--- config.mk ---
export PLATFORM = sky130hd
export DESIGN_NAME = elev_ctrl
export DESIGN_NICKNAME = d
export VERILOG_FILES = /design/src/rtl/elev_pkg.sv /design/src/rtl/elev_req_decode.sv /design/src/rtl/elev_floor_reg.sv /design/src/rtl/elev_door_timer.sv /design/src/rtl/elev_seg_decode.sv /design/src/rtl/elev_ctrl.sv
export SDC_FILE = /design/constraint.sdc
export NUM_CORES = 1
export LEC_CHECK = 0
export ABC_AREA = 1
export BUFFER_PORTS_ARGS = -buffer_cell sky130_fd_sc_hd__buf_2
export CELL_PAD_IN_SITES_DETAIL_PLACEMENT = 2
export CELL_PAD_IN_SITES_GLOBAL_PLACEMENT = 2
export CORE_MARGIN = 2
export CORE_UTILIZATION = 21
export CTS_CLUSTER_DIAMETER = 120
export DETAILED_ROUTE_END_ITERATION = 10
export GPL_TIMING_DRIVEN = 0
export PLACE_DENSITY = 0.76
export SYNTH_ARGS = -nofsm -noshare
export SYNTH_HDL_FRONTEND = slang
export SYNTH_SLANG_ARGS = --single-unit
--- constraint.sdc ---
create_clock -name clk -period 1.7 [get_ports clk]
set_clock_uncertainty 0.05 [all_clocks]
set_input_delay 0.085 -clock clk [delete_from_list [all_inputs] [get_ports clk]]
set_output_delay 0.085 -clock clk [all_outputs]
set_load 0.1 [all_outputs]
--- src/rtl/elev_pkg.sv ---
package elev_pkg;
    localparam int NUM_FLOORS = 3;
    localparam int NUM_BTNS   = 7;
    localparam int SEG_W      = 7;

    typedef logic [NUM_FLOORS-1:0] floor_t;

    localparam floor_t FLOOR_GND = 3'b001;
    localparam floor_t FLOOR_FIRST = 3'b010;
    localparam floor_t FLOOR_SECOND = 3'b100;

    // bit 0 = segment a ... bit 6 = segment g
    localparam logic [SEG_W-1:0] SEG_DIGIT0 = 7'h3F;
    localparam logic [SEG_W-1:0] SEG_DIGIT1 = 7'h06;
    localparam logic [SEG_W-1:0] SEG_DIGIT2 = 7'h5B;
    localparam logic [SEG_W-1:0] SEG_BLANK  = 7'h00;
endpackage

--- src/rtl/elev_req_decode.sv ---
module elev_req_decode
    import elev_pkg::*;
(
    input  logic [NUM_BTNS-1:0] btn,
    output floor_t              target,
    output logic                any_req
);
    floor_t req;

    always_comb begin
        req[0] = btn[0] | btn[1];
        req[1] = btn[2] | btn[3] | btn[4];
        req[2] = btn[5] | btn[6];
    end

    // lowest-numbered requested floor wins
    always_comb begin
        target = '0;
        for (int i = NUM_FLOORS - 1; i >= 0; i--) begin
            if (req[i]) begin
                target    = '0;
                target[i] = 1'b1;
            end
        end
        any_req = |req;
    end
endmodule

--- src/rtl/elev_floor_reg.sv ---
module elev_floor_reg
    import elev_pkg::*;
(
    input  logic   clk,
    input  logic   rst,
    input  logic   move_ok,
    input  logic   any_req,
    input  floor_t target,
    output floor_t floor
);
    typedef struct packed {
        floor_t pos;
    } st_t;

    st_t st_d, st_q;

    always_comb begin
        st_d = st_q;
        if ($countones(st_q.pos) != 1) begin
            st_d.pos = FLOOR_GND;
        end else if (move_ok && any_req) begin
            st_d.pos = target;
        end
    end

    always_ff @(posedge clk) begin
        if (rst) begin
            st_q.pos <= FLOOR_GND;
        end else begin
            st_q <= st_d;
        end
    end

    assign floor = st_q.pos;
endmodule

--- src/rtl/elev_door_timer.sv ---
module elev_door_timer #(
    parameter int CNT_W = 8
) (
    input  logic             clk,
    input  logic             rst,
    input  logic             is_open,
    input  logic             is_closed,
    output logic [CNT_W-1:0] count,
    output logic             at_max
);
    localparam logic [CNT_W-1:0] CNT_MAX = {CNT_W{1'b1}};

    typedef struct packed {
        logic [CNT_W-1:0] cnt;
    } tmr_t;

    tmr_t tmr_d, tmr_q;

    always_comb begin
        tmr_d = tmr_q;
        if (is_closed) begin
            tmr_d.cnt = '0;
        end else if (is_open && (tmr_q.cnt != CNT_MAX)) begin
            tmr_d.cnt = tmr_q.cnt + 1'b1;
        end
    end

    always_ff @(posedge clk) begin
        if (rst) begin
            tmr_q.cnt <= '0;
        end else begin
            tmr_q <= tmr_d;
        end
    end

    assign count  = tmr_q.cnt;
    assign at_max = (tmr_q.cnt == CNT_MAX);
endmodule

--- src/rtl/elev_seg_decode.sv ---
module elev_seg_decode
    import elev_pkg::*;
(
    input  floor_t             floor,
    output logic [SEG_W-1:0]   seg
);
    always_comb begin
        unique case (floor)
            FLOOR_GND:    seg = SEG_DIGIT0;
            FLOOR_FIRST:  seg = SEG_DIGIT1;
            FLOOR_SECOND: seg = SEG_DIGIT2;
            default:      seg = SEG_BLANK;
        endcase
    end
endmodule

--- src/rtl/elev_ctrl.sv ---
module elev_ctrl
    import elev_pkg::*;
#(
    parameter int CNT_W = 8
) (
    input  logic             clk,
    input  logic             rst,
    input  logic [6:0]       btn,
    input  logic             door_open,
    input  logic             door_close,
    output logic [2:0]       floor,
    output logic [CNT_W-1:0] door_count,
    output logic             door_timeout,
    output logic [6:0]       seg
);
    floor_t target;
    logic   any_req;

    elev_req_decode u_req (
        .btn     (btn),
        .target  (target),
        .any_req (any_req)
    );

    elev_floor_reg u_floor (
        .clk     (clk),
        .rst     (rst),
        .move_ok (door_close),
        .any_req (any_req),
        .target  (target),
        .floor   (floor)
    );

    elev_door_timer #(.CNT_W(CNT_W)) u_door (
        .clk       (clk),
        .rst       (rst),
        .is_open   (door_open),
        .is_closed (door_close),
        .count     (door_count),
        .at_max    (door_timeout)
    );

    elev_seg_decode u_seg (
        .floor (floor),
        .seg   (seg)
    );
endmodule

## Word level (Yosys, flattened, before mapping)

Cells that the tools add are included.

| cells by class | value |
|---|---|
| multiplexer cells | 4 |
| equality and inequality tests | 6 |
| $add $sub $neg | 3 |
| reduce and logical (&&, ||, !) cells | 5 |
| bitwise operators | 4 |

Operator list:

| cell | count |
|---|---|
| 32-bit by 1-bit adder with 32-bit output | 1 |
| 32-bit by 2-bit inequality test with 1-bit output (second input constant) | 1 |
| 7-bit one-hot mux with 3 select lines | 1 |
| 3-bit 2-to-1 mux | 3 |
| 8-bit by 1-bit adder with 8-bit output (second input constant) | 1 |
| 8-bit equality test (second input constant) | 1 |
| 8-bit inequality test (second input constant) | 1 |
| 1-bit OR | 4 |
| 2-bit OR reduction | 2 |
| 3-bit by 1-bit equality test with 1-bit output (second input constant) | 1 |
| 3-bit by 2-bit equality test with 1-bit output (second input constant) | 1 |
| 3-bit equality test (second input constant) | 1 |
| 3-bit OR reduction | 1 |
| 1-bit by 1-bit adder with 2-bit output | 1 |
| 1-bit logical AND | 2 |

| word-level totals | value |
|---|---|
| logic and storage cells | 24 |
| input bits | 11 |
| register bits | 11 |

## Logic depth before layout (Yosys ltp)

| depth | value |
|---|---|
| depth after elaboration | 4 |
| gate-level depth with buffers | 9 |
| gate-level depth less buffers | 8 |

## Cells and area by module

From an unflattened synthesis, not the netlist that was laid out.

| second synthesis, totals | value |
|---|---|
| cells, all modules | 116 |
| area, all modules | 748.2 sq um |

By module, submodules not included:

| module | instances | area an instance (sq um) | cells an instance |
|---|---|---|---|
| elev_door_timer | 1 | 456.7 | 72 |
| elev_floor_reg | 1 | 155.1 | 22 |
| elev_seg_decode | 1 | 87.6 | 13 |
| elev_req_decode | 1 | 48.8 | 9 |

## Worst setup path before layout

OpenSTA, ideal clock, no wires.

| timing path | value |
|---|---|
| path kind | flip-flop to output port |
| start | register u_floor.st_q, in the netlist u_floor.floor[0] |
| end | output port seg[3] |
| arrival time | 3.979 ns |
| setup slack | -2.414 ns |
| stages on the path, launching flop included | 7 |
| buffers on the path | 1 |
| cell sequence | dfxtp_1 ha_1 inv_1 nor2_1 inv_1 nand2_1 buf_4 |

| on the way | value |
|---|---|
| longest elaborated chain between the ends | 2 |

RTL lines:

| item | RTL line | text |
|---|---|---|
| start: declaration | elev_floor_reg.sv:15 | `st_t st_d, st_q;` |
| start signal: assignment | elev_floor_reg.sv:30 | `st_q <= st_d;` |
| 3-bit equality test, or another cell as far along | elev_seg_decode.sv:8 | `unique case (floor)` |
| 7-bit one-hot mux with 3 select lines (*) | elev_seg_decode.sv:8 |  |
| end: declaration | elev_ctrl.sv:14 | `output logic [6:0] seg` |

Every way passes the cells marked *; elsewhere a longest branch is shown, timed or not.

## Worst setup path in the final report

Ends and elaborated chain as after synthesis.

==> flow_metrics.env <==
export IMPL_yosys_register_bits=11
export IMPL_initial_util_pct=22.33
export IMPL_drt_first_iter_violations=12
export IMPL_drc_errors=0
export IMPL_static_leakage_power_nw=0.5852
export IMPL_ctsLongestPathBuffers=2
export IMPL_crit_share_post_route_pct=95.61
export IMPL_area_delta_synth_final_pct=62.48
export IMPL_detail_route_first_pass_iterations=2
export IMPL_sequential_standard_cell_area_um2=244.0
export IMPL_met1_usage_pct=14.41
export IMPL_min_period_ps=1625
export IMPL_largest_net_degree_at_the_start_of_global_routing=11
export IMPL_final_fill_count=397
export IMPL_finalWeightedCongestion=0.7125
export IMPL_regToRegSetupSlack_ps=90
export IMPL_totalWireLength_um=2619
export IMPL_placement_rows=21
export IMPL_met3_usage_pct=3.169
export IMPL_dpl_hpwl_um=2023
export IMPL_multi_input_comb_area_um2=515.5
export IMPL_synth_seq_area_share_pct=29.09
export IMPL_status="finished clean"
export IMPL_ir_drop_mv=0.2768
export IMPL_n_diodes=0
export IMPL_worst_setup_path_end_kind="primary output"
export IMPL_series_of_cell_instances_along_the_critical_path="buf_4 > ha_4 > inv_2 > nor2_4 > inv_4 > nand2_8 > buf_12 > buf_8"
export IMPL_mappedNetlistArea_um2=757.0
export IMPL_critical_path_n_buffers_inverters=5
export IMPL_slowest_stage="dfxtp_4"
export IMPL_tritoncts_clock_tree="built"
export IMPL_worst_path_max_fanout=4
export IMPL_clock_sink_count=11
export IMPL_port_buffers=29
export IMPL_syn_nets=134
export IMPL_grt_pass1_vias=1003
export IMPL_worstMarginPinSlew_ps=481.0
export IMPL_ys_warnings_count=0
export IMPL_grt_use_met2_pct=27.99
export IMPL_height_of_the_chip_um=64.04
export IMPL_kind_of_path_behind_the_tightest_hold_check="in -> reg"
export IMPL_cap_violations=0
export IMPL_clk_root_buffer_cell="clkbuf_4"
export IMPL_nets=175
export IMPL_power_density_mw_per_mm2=756.9
export IMPL_maxSlewViolCount=0
export IMPL_setup_violations_final=0
export IMPL_required_ps=1560
export IMPL_avgViaCountPerCell=4.428
export IMPL_grt_use_total_pct=14.23
export IMPL_critical_path_max_stage_delay_ps=380
export IMPL_post_layout_nonfiller_instances=201
export IMPL_numCtsBuffers=3
export IMPL_grt_busiest_layer="met2"
export IMPL_route_antenna_remaining_nets=0
export IMPL_design_core_area_mm2=0.003390
export IMPL_top_level_i_o_count=30
export IMPL_final_layout_size_suffix_gt1_share_pct=45.81
export IMPL_yosys_top_cells_area="dfxtp_1 (29%), nand2_1 (14%), ha_1 (12%)"
export IMPL_synth_top_area_cell="dfxtp_1"
export IMPL_grt_pass1_wl_um=4505
export IMPL_dpl_cell_count=190
export IMPL_post_synth_inst_count=115
export IMPL_synth_distinct_cells=18
export IMPL_grt_setup_unrepaired="no"
export IMPL_timing_max_slew_rel_slack_pct=67.82
export IMPL_cts_htree_levels=1
export IMPL_maxClockFrequency_mhz=615.2
export IMPL_routed_wire_length_per_instance_um=13.03
export IMPL_grt_overflow_total=0
export IMPL_post_synth_top_area_fraction_pct=29.09
export IMPL_initial_antenna_violation_count=0
export IMPL_cpLargestDelayFamily="buffers and inverters"
export IMPL_synth_area_per_cell_um2=6.582
export IMPL_timing_hold_violations_final=0
export IMPL_criticalPathCategory="reg -> out"
export IMPL_report_power_total_w=0.0009309
export IMPL_worst_ep_arrival_time_ps=1490
export IMPL_clock_insertion_delay_worst_skew_ps=280
export IMPL_die_w_um=64.04
export IMPL_num_vias=890
export IMPL_path_clk_slew_ps=80
export IMPL_cp_start_kind="flop"
export IMPL_area_enclosed_by_the_die_boundary_mm2=0.004101
-- where the power goes --
part / switching, W / leakage (nW) / total [W] / internal, W
clock network: 0.000101 / 0.0177 / 0.000189 / 0.0000873
logic: 0.000326 / 0.472 / 0.000470 / 0.000144
registers: 0.0000106 / 0.0950 / 0.000272 / 0.000261
total: 0.000438 / 0.585 / 0.000931 / 0.000493
-- worst paths after layout --
check / startpoint / to / depth (start not counted)
min: btn[0] / u_floor.floor[1] / 4
min reg2reg: u_door.count[3] / u_door.count[3] / 2
max reg2reg: u_floor.floor[1] / u_floor.floor[1] / 8
max: u_floor.floor[0] / seg[3] / 8
-- layout make-up --
type	instances	area share [%]
multi-input combinational	83	41.91
timing repair buffer	36	20.45
sequential	11	19.84
inverter	17	6.307
tap	46	4.680
buffer	4	4.578
clock buffer	3	1.831
clock inverter	1	0.4069
-- metal layers --
metal / vias up / part of all wire [%]
li1: 440 / -
met1: 422 / 39
met2: 23 / 55
met3: 5 / 4.7
met4: 0 / 1.2
met5: - / 0
-- cells in the mapped netlist --
cell / number
nand4_1: 5
nand3_1: 10
nand2_1: 28
nor2_1: 21
buf_4: 2
dfxtp_1: 11
a21oi_1: 4
o211a_1: 1
nand3b_1: 2
nor3_1: 1
nand2_2: 1
fa_1: 1
inv_1: 17
buf_6: 1
ha_1: 7
a31oi_1: 1
nor2_2: 1
buf_2: 1
-- repair_timing --
item                                    in CTS  in global routing
endpoints found under the setup margin       9                  8
setup buffers                                4                  3
pin swaps                                    4                  5
hold buffers                                 0                  0
hold endpoints to repair                     0                  0
resized for setup                           17                  8
-- placed cells by master (no fill, tap or decap), types with 2 or more instances in the layout --
cell	n
a21oi_1	4
buf_12	4
buf_2	23
buf_4	9
buf_6	2
clkbuf_4	4
dfxtp_2	7
dfxtp_4	4
ha_1	4
ha_4	3
inv_1	12
inv_4	2
nand2_1	25
nand2_2	3
nand3_1	9
nand3b_1	2
nand4_1	5
nor2_1	19
nor2_2	2
-- registers in the layout, summed over array words and instances (netlist names) --
signal         flops
u_door.count       8
u_floor.floor      3
-- cells by family (layout without fill, tap and decap cells) --
family | Yosys count | count (layout) | synth area share, %
AO/OA/AOI/OAI | 6 | 6 | 4.794
adder cells (fa/ha/maj) | 8 | 8 | 14.21
AND/OR/NAND/NOR | 69 | 69 | 39.34
flip-flops | 11 | 11 | 29.09
buffers and inverters | 21 | 61 | 12.56
-- tightest hold or removal path, delay by kind of cell --
| kind | cells | cell delay (ps) |
|---|---|---|
| buffers and inverters | 1 | 70 |
| AO/OA/AOI/OAI | 1 | 60 |
| AND/OR/NAND/NOR | 2 | 130 |
-- through the flow --
step,setup slack (ps),setup TNS [ps],cell area [um2],hold WS [ps],util [%]
5_1_grt,0.02864,0,1230,60.29,36.29
3_3_place_gp,-22.68,-22.68,1059,343.6,31.23
3_5_place_dp,-82.01,-141.9,1059,351.5,31.23
6_report,74.64,0,1230,52.07,36.29
4_1_cts,6.843,0,1181,50.08,34.85
2_1_floorplan,-255.6,-1545,855.8,187.6,-
Power figures use the tool's default switching activity.
